## src/rtl/udma_out_pkg.sv

```systemverilog
package udma_out_pkg;
  typedef enum logic [3:0] {
    ST_IDLE, ST_ENV, ST_ACK, ST_SETUP, ST_HOLD,
    ST_WAIT, ST_SS, ST_MLI, ST_CRCS, ST_CRCH
  } phase_t;

  localparam int NUM_CNT = 6;
  localparam int CI_SETUP = 0;
  localparam int CI_HOLD  = 1;
  localparam int CI_ACK   = 2;
  localparam int CI_ENV   = 3;
  localparam int CI_ILOCK = 4;
  localparam int CI_STOP  = 5;

  localparam logic [15:0] CRC_POLY = 16'h1021;
  localparam logic [15:0] CRC_SEED = 16'h4ABA;

  function automatic logic [15:0] crc_step(input logic [15:0] c, input logic [15:0] d);
    logic [15:0] r;
    logic fb;
    r = c;
    for (int i = 15; i >= 0; i--) begin
      fb = r[15] ^ d[i];
      r  = {r[14:0], 1'b0};
      if (fb) r = r ^ CRC_POLY;
    end
    return r;
  endfunction
endpackage

```

## src/rtl/udma_min1.sv

```systemverilog
module udma_min1 #(
  parameter int W = 8
) (
  input  logic [W-1:0] raw,
  output logic [W-1:0] eff
);
  assign eff = (raw == '0) ? W'(1) : raw;
endmodule

```

## src/rtl/udma_phase_timer.sv

```systemverilog
module udma_phase_timer #(
  parameter int W = 8
) (
  input  logic         clk,
  input  logic         rst_n,
  input  logic         load,
  input  logic [W-1:0] len,
  output logic         expired
);
  logic [W-1:0] cnt;

  always_ff @(posedge clk) begin
    if (!rst_n)          cnt <= '0;
    else if (load)       cnt <= len - W'(1);
    else if (cnt != '0)  cnt <= cnt - W'(1);
  end

  assign expired = (cnt == '0);

  AST_TIMER_FLOOR: assert property (@(posedge clk) disable iff (!rst_n)
    (!load && cnt == '0) |=> (cnt == '0));
endmodule

```

## src/rtl/udma_crc16.sv

```systemverilog
module udma_crc16 (
  input  logic        clk,
  input  logic        rst_n,
  input  logic        init,
  input  logic        upd,
  input  logic [15:0] word,
  output logic [15:0] crc
);
  import udma_out_pkg::*;

  always_ff @(posedge clk) begin
    if (!rst_n)    crc <= CRC_SEED;
    else if (init) crc <= CRC_SEED;
    else if (upd)  crc <= crc_step(crc, word);
  end

  AST_CRC_HOLDS: assert property (@(posedge clk) disable iff (!rst_n)
    (!init && !upd) |=> $stable(crc));
endmodule

```

## src/rtl/udma_out_engine.sv

```systemverilog
module udma_out_engine
  import udma_out_pkg::*;
#(
  parameter int CW = 8,
  parameter int DW = 16,
  parameter int LW = 16
) (
  input  logic          clk,
  input  logic          rst_n,
  input  logic [CW-1:0] cfg_setup,
  input  logic [CW-1:0] cfg_hold,
  input  logic [CW-1:0] cfg_ack,
  input  logic [CW-1:0] cfg_env,
  input  logic [CW-1:0] cfg_ilock,
  input  logic [CW-1:0] cfg_stop_dly,
  input  logic          start,
  input  logic [LW-1:0] xfer_words,
  input  logic          s_valid,
  output logic          s_ready,
  input  logic [DW-1:0] s_data,
  input  logic          dev_req,
  input  logic          dev_ready,
  output logic          host_ack,
  output logic          host_stop,
  output logic          host_strobe,
  output logic [DW-1:0] bus_out,
  output logic          bus_oe,
  output logic          done
);
  logic [NUM_CNT-1:0][CW-1:0] raw_cnt, eff_cnt;
  assign raw_cnt[CI_SETUP] = cfg_setup;
  assign raw_cnt[CI_HOLD]  = cfg_hold;
  assign raw_cnt[CI_ACK]   = cfg_ack;
  assign raw_cnt[CI_ENV]   = cfg_env;
  assign raw_cnt[CI_ILOCK] = cfg_ilock;
  assign raw_cnt[CI_STOP]  = cfg_stop_dly;

  for (genvar g = 0; g < NUM_CNT; g++) begin : g_clamp
    udma_min1 #(.W(CW)) u_clamp (.raw(raw_cnt[g]), .eff(eff_cnt[g]));
  end

  phase_t        st, st_n;
  logic [LW-1:0] remain;
  logic          t_load, t_exp;
  logic [CW-1:0] t_len;
  logic          dec, finish, do_take;
  logic          begin_b, stop_lo, stop_hi, toggle, load_crc, final_stb, release_b;
  logic [15:0]   crc_q;

  udma_phase_timer #(.W(CW)) u_tmr (
    .clk(clk), .rst_n(rst_n), .load(t_load), .len(t_len), .expired(t_exp));

  udma_crc16 u_crc (
    .clk(clk), .rst_n(rst_n), .init(begin_b), .upd(do_take),
    .word(16'(s_data)), .crc(crc_q));

  assign dec     = (((st == ST_ACK) || (st == ST_HOLD)) && t_exp) || (st == ST_WAIT);
  assign finish  = (remain == '0) || !dev_req;
  assign s_ready = dec && !finish && dev_ready;
  assign do_take = s_ready && s_valid;

  always_comb begin
    st_n = st; t_load = 1'b0; t_len = eff_cnt[CI_SETUP];
    begin_b = 1'b0; stop_lo = 1'b0; stop_hi = 1'b0; toggle = 1'b0;
    load_crc = 1'b0; final_stb = 1'b0; release_b = 1'b0;
    case (st)
      ST_IDLE: if (start && dev_req) begin
        st_n = ST_ENV; t_load = 1'b1; t_len = eff_cnt[CI_ENV]; begin_b = 1'b1;
      end
      ST_ENV: if (t_exp) begin
        st_n = ST_ACK; t_load = 1'b1; t_len = eff_cnt[CI_ACK]; stop_lo = 1'b1;
      end
      ST_ACK, ST_HOLD, ST_WAIT: if (dec) begin
        if (finish) begin
          st_n = ST_SS; t_load = 1'b1; t_len = eff_cnt[CI_STOP];
        end else if (do_take) begin
          st_n = ST_SETUP; t_load = 1'b1; t_len = eff_cnt[CI_SETUP];
        end else begin
          st_n = ST_WAIT;
        end
      end
      ST_SETUP: if (t_exp) begin
        st_n = ST_HOLD; t_load = 1'b1; t_len = eff_cnt[CI_HOLD]; toggle = 1'b1;
      end
      ST_SS: if (t_exp) begin
        st_n = ST_MLI; t_load = 1'b1; t_len = eff_cnt[CI_ILOCK]; stop_hi = 1'b1;
      end
      ST_MLI: if (t_exp) begin
        st_n = ST_CRCS; t_load = 1'b1; t_len = eff_cnt[CI_SETUP]; load_crc = 1'b1;
      end
      ST_CRCS: if (t_exp) begin
        st_n = ST_CRCH; t_load = 1'b1; t_len = eff_cnt[CI_ACK]; final_stb = 1'b1;
      end
      ST_CRCH: if (t_exp) begin
        st_n = ST_IDLE; release_b = 1'b1;
      end
      default: st_n = ST_IDLE;
    endcase
  end

  always_ff @(posedge clk) begin
    if (!rst_n) begin
      st <= ST_IDLE; remain <= '0; host_ack <= 1'b0; host_stop <= 1'b1;
      host_strobe <= 1'b1; bus_out <= '0; bus_oe <= 1'b0; done <= 1'b0;
    end else begin
      st   <= st_n;
      done <= release_b;
      if (begin_b) begin
        host_ack <= 1'b1; host_stop <= 1'b1; host_strobe <= 1'b1; remain <= xfer_words;
      end
      if (stop_lo) host_stop <= 1'b0;
      if (stop_hi) host_stop <= 1'b1;
      if (do_take) begin
        bus_out <= s_data; bus_oe <= 1'b1; remain <= remain - LW'(1);
      end
      if (toggle)    host_strobe <= ~host_strobe;
      if (final_stb) host_strobe <= 1'b1;
      if (load_crc) begin
        bus_out <= DW'(crc_q); bus_oe <= 1'b1;
      end
      if (release_b) begin
        host_ack <= 1'b0; bus_oe <= 1'b0; bus_out <= '0;
      end
    end
  end

  AST_STROBE_UNDER_ACK: assert property (@(posedge clk) disable iff (!rst_n)
    (host_strobe != $past(host_strobe)) |-> (host_ack && $past(host_ack)));
  AST_DATA_HELD_AT_EDGE: assert property (@(posedge clk) disable iff (!rst_n)
    (host_strobe != $past(host_strobe)) |-> (bus_out == $past(bus_out)));
  AST_STOP_LOW_NEEDS_ACK: assert property (@(posedge clk) disable iff (!rst_n)
    !host_stop |-> host_ack);
  AST_BUS_NEEDS_ACK: assert property (@(posedge clk) disable iff (!rst_n)
    bus_oe |-> host_ack);
  AST_NO_TAKE_WITHOUT_VALID: assert property (@(posedge clk) disable iff (!rst_n)
    (s_ready && !s_valid) |=> $stable(bus_out));
endmodule

```

## config.mk

```make
export PLATFORM = sky130hd
export DESIGN_NAME = udma_out_engine
export DESIGN_NICKNAME = d
export VERILOG_FILES = /design/src/rtl/udma_out_pkg.sv /design/src/rtl/udma_min1.sv /design/src/rtl/udma_phase_timer.sv /design/src/rtl/udma_crc16.sv /design/src/rtl/udma_out_engine.sv
export SDC_FILE = /design/constraint.sdc
export NUM_CORES = 1
export LEC_CHECK = 0
export BUFFER_PORTS_ARGS = -buffer_cell sky130_fd_sc_hd__buf_2
export CORE_MARGIN = 2
export CORE_UTILIZATION = 25
export CTS_CLUSTER_DIAMETER = 50
export CTS_CLUSTER_SIZE = 24
export DETAILED_ROUTE_END_ITERATION = 7
export GPL_TIMING_DRIVEN = 0
export SYNTH_ARGS = -nofsm -noshare
export SYNTH_HDL_FRONTEND = slang
export SYNTH_SLANG_ARGS = --single-unit
```

## constraint.sdc

```tcl
create_clock -name clk -period 3.7 [get_ports clk]
set_input_delay 0.74 -clock clk [delete_from_list [all_inputs] [get_ports clk]]
set_output_delay 0.74 -clock clk [all_outputs]
set_load 0.02 [all_outputs]
```

# Word-level counts from Yosys, hierarchy flattened

Cells that the tools add are included.

Word-level logic and storage cells: 206
Input port bits: 86
Register bits after elaboration: 65
Output and inout bits: 22

Muxes and demuxes: 109
Reductions and logical operators: 33
Add/subtract/negate cells: 3
Bitwise logic cells: 34
Equality and inequality tests: 17

Operators with widths:

| kind                                                 | count |
|---|---|
| 2-to-1 mux 16 bit                                    | 49 |
| 2-to-1 mux 13 bit                                    | 16 |
| 2-to-1 mux 8 bit                                     | 14 |
| logical NOT 8 bit                                    | 7 |
| inverter 3 bit                                       | 16 |
| one-hot mux 8 bit (5 select lines)                   | 1 |
| 2-to-1 mux 4 bit                                     | 8 |
| one-hot mux 4 bit (8 select lines)                   | 1 |
| 2-to-1 mux 1 bit                                     | 17 |
| equality test 4 x 3 -> 1 bit (second input constant) | 4 |
| logical NOT 16 bit                                   | 1 |
| != test 2 bit (second input constant)                | 8 |
| subtractor 16 x 1 -> 16 bit (second input constant)  | 1 |
| subtractor 8 x 1 -> 8 bit (second input constant)    | 2 |
| XOR 1 bit                                            | 16 |
| nonzero test 2 bit                                   | 5 |
| OR reduction 2 bit                                   | 5 |
| equality test 4 x 2 -> 1 bit (second input constant) | 2 |
| equality test 4 bit (second input constant)          | 2 |
| AND reduction 8 bit                                  | 1 |
| nonzero test 8 bit                                   | 1 |
| 2-to-1 mux 3 bit                                     | 2 |
| logical AND 1 bit                                    | 5 |
| OR reduction 5 bit                                   | 1 |
| other kinds (7)                                      | 11 |

# Longest topological paths before layout

Gate-level depths: netlist of the first run.

Depth after elaboration: 82
Gate-level depth with buffers: 13

# Modules after synthesis

A second synthesis of the first run with hierarchy kept.

Cells, all modules: 599
Area total of the unflattened synthesis: 4913.5 µm²

By module, submodules not included:

| module           | cells an instance | area an instance (µm²) | times used |
|---|---|---|---|
| udma_out_engine  | 370               | 2935.3                 | 1 |
| udma_crc16       | 115               | 1173.6                 | 1 |
| udma_phase_timer | 54                | 496.7                  | 1 |
| udma_min1        | 10                | 51.3                   | 6 |

# Worst setup path before layout of the first run

OpenSTA, ideal clock, no wires.

Path kind: register to register
Start: register u_tmr.cnt[3]
End: register u_tmr.cnt[4]
Period minus slack after synthesis: 2729 ps
Path buffers: 1
Data required time: 3565 ps
Cell stages (with the launch flop): 13
Arrival time: 2594 ps
Slack: 971 ps
Cell sequence: dfxtp_1 > or4_4 > nor2_8 > o211a_4 > buf_6 > a21oi_4 > a2111o_1 > o22ai_2 > ha_1 > inv_1 > a211oi_1 > xnor2_1 > nor2_1

Longest elaborated chain between the ends: 11
Elaborated cells between the ends (all ways): 22
Classes of those cells: add/sub (2); mux (12); reduce/logical (8)

RTL lines:

| element                                                            | RTL line               | text |
|---|---|---|
| from (decl)                                                        | udma_phase_timer.sv:10 | `logic [W-1:0] cnt;` |
| from (signal assigned)                                             | udma_phase_timer.sv:14 | `else if (load) cnt <= len - W'(1);` |
| from (signal assigned)                                             | udma_phase_timer.sv:15 | `else if (cnt != '0) cnt <= cnt - W'(1);` |
| branches (longest 11 deep; another with subtractor 8 x 1 -> 8 bit) | n/a                    |  |

Parallel ways; which one is timed is not known. The select of a mux whose other input is x is not followed.
A chain may end at the register's enable or synchronous reset.

# Worst setup path after layout of the first run

Start: register st[1]
End: register u_tmr.cnt[5]

Longest elaborated chain between the ends: 12
Elaborated cells between the ends (all ways): 27
Classes of those cells: add/sub (1); eq/ne (8); mux (7); reduce/logical (11)

RTL lines:

| element                                                            | RTL line               | text |
|---|---|---|
| from (decl)                                                        | udma_out_engine.sv:42  | `phase_t st, st_n;` |
| from (signal assigned)                                             | udma_out_engine.sv:106 | `st <= st_n;` |
| branches (longest 12 deep; another with subtractor 8 x 1 -> 8 bit) | n/a                    |  |

Parallel ways; which one is timed is not known.

==> results of run 1 <==
[per-layer routing]
layer,track usage,up-vias,wire (um)
met4,0.0613,0,284
met2,0.261,162,6830
met3,0.0252,24,799
met5,0,-,0
li1,-,2287,-
met1,0.209,2162,6790
[power by group]
| part | internal, uW | switching, uW |
|---|---|---|
| Sequential | 773 | 60.4 |
| Clock | 665 | 346 |
| Combinational | 586 | 910 |
| Total | 2020 | 1320 |
[layout make-up]
type | count | area, um^2
tap | 225 | 282
buffer | 30 | 149
inverter | 9 | 33.8
clock inverter | 7 | 124
fill | 1891 | 11700
multi-input combinational | 440 | 2950
timing repair buffer | 107 | 536
sequential | 65 | 1300
clock buffer | 9 | 225
[worst register-to-register path: stages (launching register included)]
cell	delay [ps]
dfxtp_1	370
clkbuf_1	310
nor4bb_1	1050
nor3_1	230
o21bai_1	410
a221oi_1	190
a41oi_2	350
a211oi_2	90
nand3_2	120
mux2_4	300
[worst max-delay path by stage]
stage / startpoint / end / slack [ps] / cells past startpoint
floorplan: u_tmr.cnt[3] / u_tmr.cnt[4] / 970 / 12
global placement: st[1] / u_tmr.cnt[5] / 370 / 9
detailed placement: st[1] / u_tmr.cnt[5] / 350 / 9
CTS: st[1] / u_tmr.cnt[5] / 340 / 9
global route: st[1] / u_tmr.cnt[5] / 70 / 9
finish: st[1] / u_tmr.cnt[5] / 180 / 9
[state kept, by name, summed over array words and instances (netlist names)]
register,count
bus_out,16
done,1
remain,16
host_ack,1
u_crc.crc,16
host_strobe,1
st,4
u_tmr.cnt,8
host_stop,1
bus_oe,1
[per-stage QoR]
stage,instances,power [uW]
6_report,892,3340
4_1_cts,892,3340
3_5_place_dp,876,2320
3_3_place_gp,876,2310
5_1_grt,892,3540
2_1_floorplan,544,1950
[cells by family after synthesis]
| kind of cell | after synthesis |
|---|---|
| simple gates | 194 |
| xor+xnor | 53 |
| compound gates | 173 |
| buf+inv | 39 |
| mux | 18 |
| fa+ha+maj | 2 |
| flops | 65 |
[placed cells by master, fill, tap and decap left out, drive strengths merged, types with 5 or more instances in the layout]
cell type and instances:
a211oi 27, a21oi 39, a221oi 5, a22oi 6, buf 121, clkbuf 25
dfxtp 65, inv 11, mux2i 16, nand2 38, nand3 21, nand4 5
nor2 59, nor3 15, nor4 12, o211ai 17, o21ai 27, o22ai 5
o311ai 5, or3 6, or4 8, xnor2 38, xor2 15
==> flow_summary.toml, run 1 <==
[setup_path]
reg2reg_slack_ps = 180
worst-setup-path-type = "register to register"
worstPathRequired_ps = 3920
cp_num_buf_inv = 1
rr_worst_depth = 9
r2r_end = "u_tmr.cnt[5]"
critPathSlowestCell = "nor4bb_1"
worstPathMaxFanout = 10
reg2reg_from = "st[1]"
cp_slowest_stage_delay_ps = 1050
path_delay_family = "simple AND/OR/NAND/NOR gates"
cp_cell_sequence = "clkbuf_1, nor4bb_1, nor3_1, o21bai_1, a221oi_1, a41oi_2, a211oi_2, nand3_2, mux2_4"
cp-start-kind = "register"
cp-end-kind = "register"
arrival_ps = 3740

[placed_design]
dp_slack_ps = 351
placed_area_um2 = 5250
io_buffers = 107
dp_hpwl_um = 11400
gp_congestion = 0.890

[global_routing]
gr-total-overflow = 0
grt_pass1_vias = 4481
antenna_found_initial = 0
groute.usage.overall = 0.159
grt_pass1_wl_um = 23300
grt_max_degree = 14

[floorplan]
core_um2 = 17300
io_pins = 108
die_w_um = 137
dieHeight_um = 137
die_area_um2 = 18800
core.rowCount = 48
start_util = 0.256

[layout]
syn_to_final_growth_pct = 26.5
drive_gt1_frac = 0.232
antenna_cells = 0
design_area_um2 = 5600
utilization = 0.324
finalNetCount = 750

[synthesis]
ys_warn_count = 0
synth_cells = 544
synth_area_um2 = 4430
synth_seq_cells = 65
synthTopCellsByArea = "dfxtp_1 29%, xnor2_1 7.5%, nor2_1 4.9%"
synth_commonest_cells = "65 x dfxtp_1, 58 x nor2_1, 38 x nand2_1, 38 x xnor2_1, 37 x a21oi_1"
synth_xor_area_frac = 0.105
synth_top_area_share = 0.294
avgSynthCellArea_um2 = 8.14
synthArstFlopShare = 0
synth_top_area_cell = "dfxtp_1"
synthSimpleGateAreaFrac = 0.230
synth_ff_type = "dfxtp_1"
yosysSeqAreaShare = 0.294
yosysUniqueCellTypes = 79
synth_top_family_by_area = "compound AO/OA/AOI/OAI gates"
synth_edf_count = 0
synth.area.mux_share = 0.0429
synth-adder-area-share = 0.00565
synth-compound-area-share = 0.281
yosysMostFrequentCell = "dfxtp_1"
syn-num-nets = 632

[drt]
wl_per_cell_um = 16.5
drt_iter0_drc = 267
drt.antenna.violating_nets = 0
dr.pass1.iters = 5
drcViolationCount = 0
num_vias = 4635
avgViaCountPerCell = 5.20
routed_wl_um = 14700

[pwr]
p_leak_uw = 0.00214
p_per_area_nw_per_um2 = 597
ir_drop_mv = 0.213

[clocking]
clkSinkCount = 65
postCtsResizedCells = 0
htree_levels = 3
cts_tree = "done"
numCtsBuffers = 9
path_clk_slew_ps = 60
cts_setup_buffers = 0
hold_buffers = 0
cts_buffer_depth = 2
cts-root-buf = "clkbuf_16"
worstSkewPairLatency_ps = 340

[sta]
timing.fmax_mhz = 284
worstMarginPinSlew_ps = 1280
fin_crit_ps = 3520
drv_slew = 0
finalHoldViolCount = 0
clock_skew_ps = 9.32
setup_slack_ps = 182
rsz0062_at_grt = "no"
finalCritPeriodShare = 0.951
whs_ps = 467
fin_tns_setup_ps = 0
setup_viol = 0
relSlewSlack = 0.135

[min_path]
hold_path.class = "register to register"
min_path_cells = 2
hold_end = "bus_oe"
worstHoldStart = "bus_oe"

[run]
maxCapViolCount = 0

[run_status]
status = "completed"
No activity file was read; power rests on OpenSTA's default activity.
==> run 2: changes to the inputs <==
Settings changed: SETUP_SLACK_MARGIN set to 0.5.
==> run 2 against run 1 <==
Compared with the run above: fmax rose by 16%; largest cell class unchanged; combinational power hardly changed; sequential power barely moved.
==> flow_summary.toml, run 2 (synthesized netlist as in run 1, its figures left out) <==
[min_path]
worstHoldStart = "bus_oe"
hold_path.class = "register to register"

[sta]
timing.fmax_mhz = 330
fin_crit_ps = 3030
drv_slew = 0
clock_skew_ps = 10.4
relSlewSlack = 0.485
finalCritPeriodShare = 0.818
fin_tns_setup_ps = 0
setup_viol = 0
finalHoldViolCount = 0
rsz0062_at_grt = "yes"
worstMarginPinSlew_ps = 766

[run_status]
status = "completed"

[layout]
n_fill_cell = 1896
final_cells = 893
top_regs = "bus_out (16), remain (16), u_crc.crc (16)"
multi_input_area_um2 = 3000
register_area_um2 = 1300
antenna_cells = 0
layout_common_cells = "112 x buf_2, 65 x dfxtp_1, 58 x nor2_1"
layout_commonest_cell = "buf_2"
finalNetCount = 751
drive_gt1_frac = 0.244
syn_to_final_growth_pct = 27.8

[drt]
dr.pass1.iters = 5
drt.antenna.violating_nets = 0
drt_iter0_drc = 283
num_vias = 4647
avgViaCountPerCell = 5.20
routed_wl_um = 14800
drcViolationCount = 0
wl_per_cell_um = 16.5

[clocking]
htree_levels = 3
hold_buffers = 0
cts-root-buf = "clkbuf_16"
numCtsBuffers = 9
clkSinkCount = 65
cts_tree = "done"
path_clk_slew_ps = 60
worstSkewPairLatency_ps = 340
cts_buffer_depth = 2

[placed_design]
gp_congestion = 0.890
dp_hpwl_um = 11400
dp_cells = 876
io_buffers = 107

[pwr]
p_per_area_nw_per_um2 = 597
ir_drop_mv = 0.214
p_leak_uw = 0.00216
p_total_uw = 3380

[global_routing]
gr-total-overflow = 0
busiest_layer = "met2"
grt_max_degree = 14
grt_use_met3 = 0.0252
antenna_found_initial = 0
grtUsageMet2 = 0.261
groute.usage.overall = 0.159
grt_pass1_wl_um = 23200
grt_pass1_vias = 4481
met1_usage = 0.208

[setup_path]
cp_num_buf_inv = 2
cp-start-kind = "register"
cp_slowest_stage_delay_ps = 610
worstPathMaxFanout = 10
arrival_ps = 3220
cp-end-kind = "register"
critPathLaunch = "u_tmr.cnt[3]"
cp_cell_sequence = "or4_4, nor2_8, o211a_4, buf_6, a21oi_4, a2111o_1, o22ai_2, ha_1, inv_1, a211oi_1, xnor2_1, nor2_1"
reg2reg_from = "u_tmr.cnt[3]"
path_delay_family = "compound AO/OA/AOI/OAI gates"
worst-setup-path-type = "register to register"
worstPathRequired_ps = 3890
critPathSlowestCell = "or4_4"

[floorplan]
dieHeight_um = 137
die_area_um2 = 18800
die_w_um = 137
core_um2 = 17300
start_util = 0.256
core.rowCount = 48
io_pins = 108

[run]
maxCapViolCount = 0
## run 2: final cells by class
cell class,instances,share of cell area
buffer,30,0.0265
clock buffer,9,0.0398
clock inverter,7,0.0219
inverter,9,0.00597
multi-input combinational,440,0.530
sequential,65,0.230
tap,225,0.0498
timing repair buffer,108,0.0960
## run 2: worst register-to-register path, delay by kind of cell, from the launching register on
family          cells  cell delay (ps)
xor+xnor            1              160
simple gates        3              850
buf+inv             2              210
fa+ha+maj           1              190
flops               1              340
compound gates      5             1150
## run 2: path summary, 6_finish.rpt
kind                       end  slack (ps)  depth (start not counted)
hold reg to reg         bus_oe         470                          2
setup reg to reg  u_tmr.cnt[4]         670                         12
setup / recovery  u_tmr.cnt[4]         670                         12
hold / removal          bus_oe         470                          2
## run 2: what timing repair did
action	CTS	global route
setup endpoints to repair	5	4
pin swaps	0	1
buffers inserted	0	1
resized for setup	2	9
## run 2: stage by stage
step / instance area, um^2 / utilization / worst slack (ps) / hold slack, ps
CTS: 5610 / 0.324 / 520 / 473
global route: 5660 / 0.327 / 460 / 489
finish: 5660 / 0.327 / 673 / 467
global placement: 5250 / 0.303 / 371 / 447
floorplan: 4430 / - / 971 / 440
detailed placement: 5250 / 0.303 / 351 / 455
## run 2: layer usage
metal | part of all wire | up-vias
met5 | 0 | -
met4 | 0.023 | 0
met3 | 0.051 | 30
met2 | 0.46 | 152
met1 | 0.46 | 2176
li1 | - | 2289
## run 2: power by group
group | leakage [uW] | switching, uW | internal, uW | total (uW)
clock | 0.000167 | 348 | 665 | 1010
sequential | 0.000528 | 63.9 | 773 | 837
combinational | 0.00146 | 914 | 611 | 1530
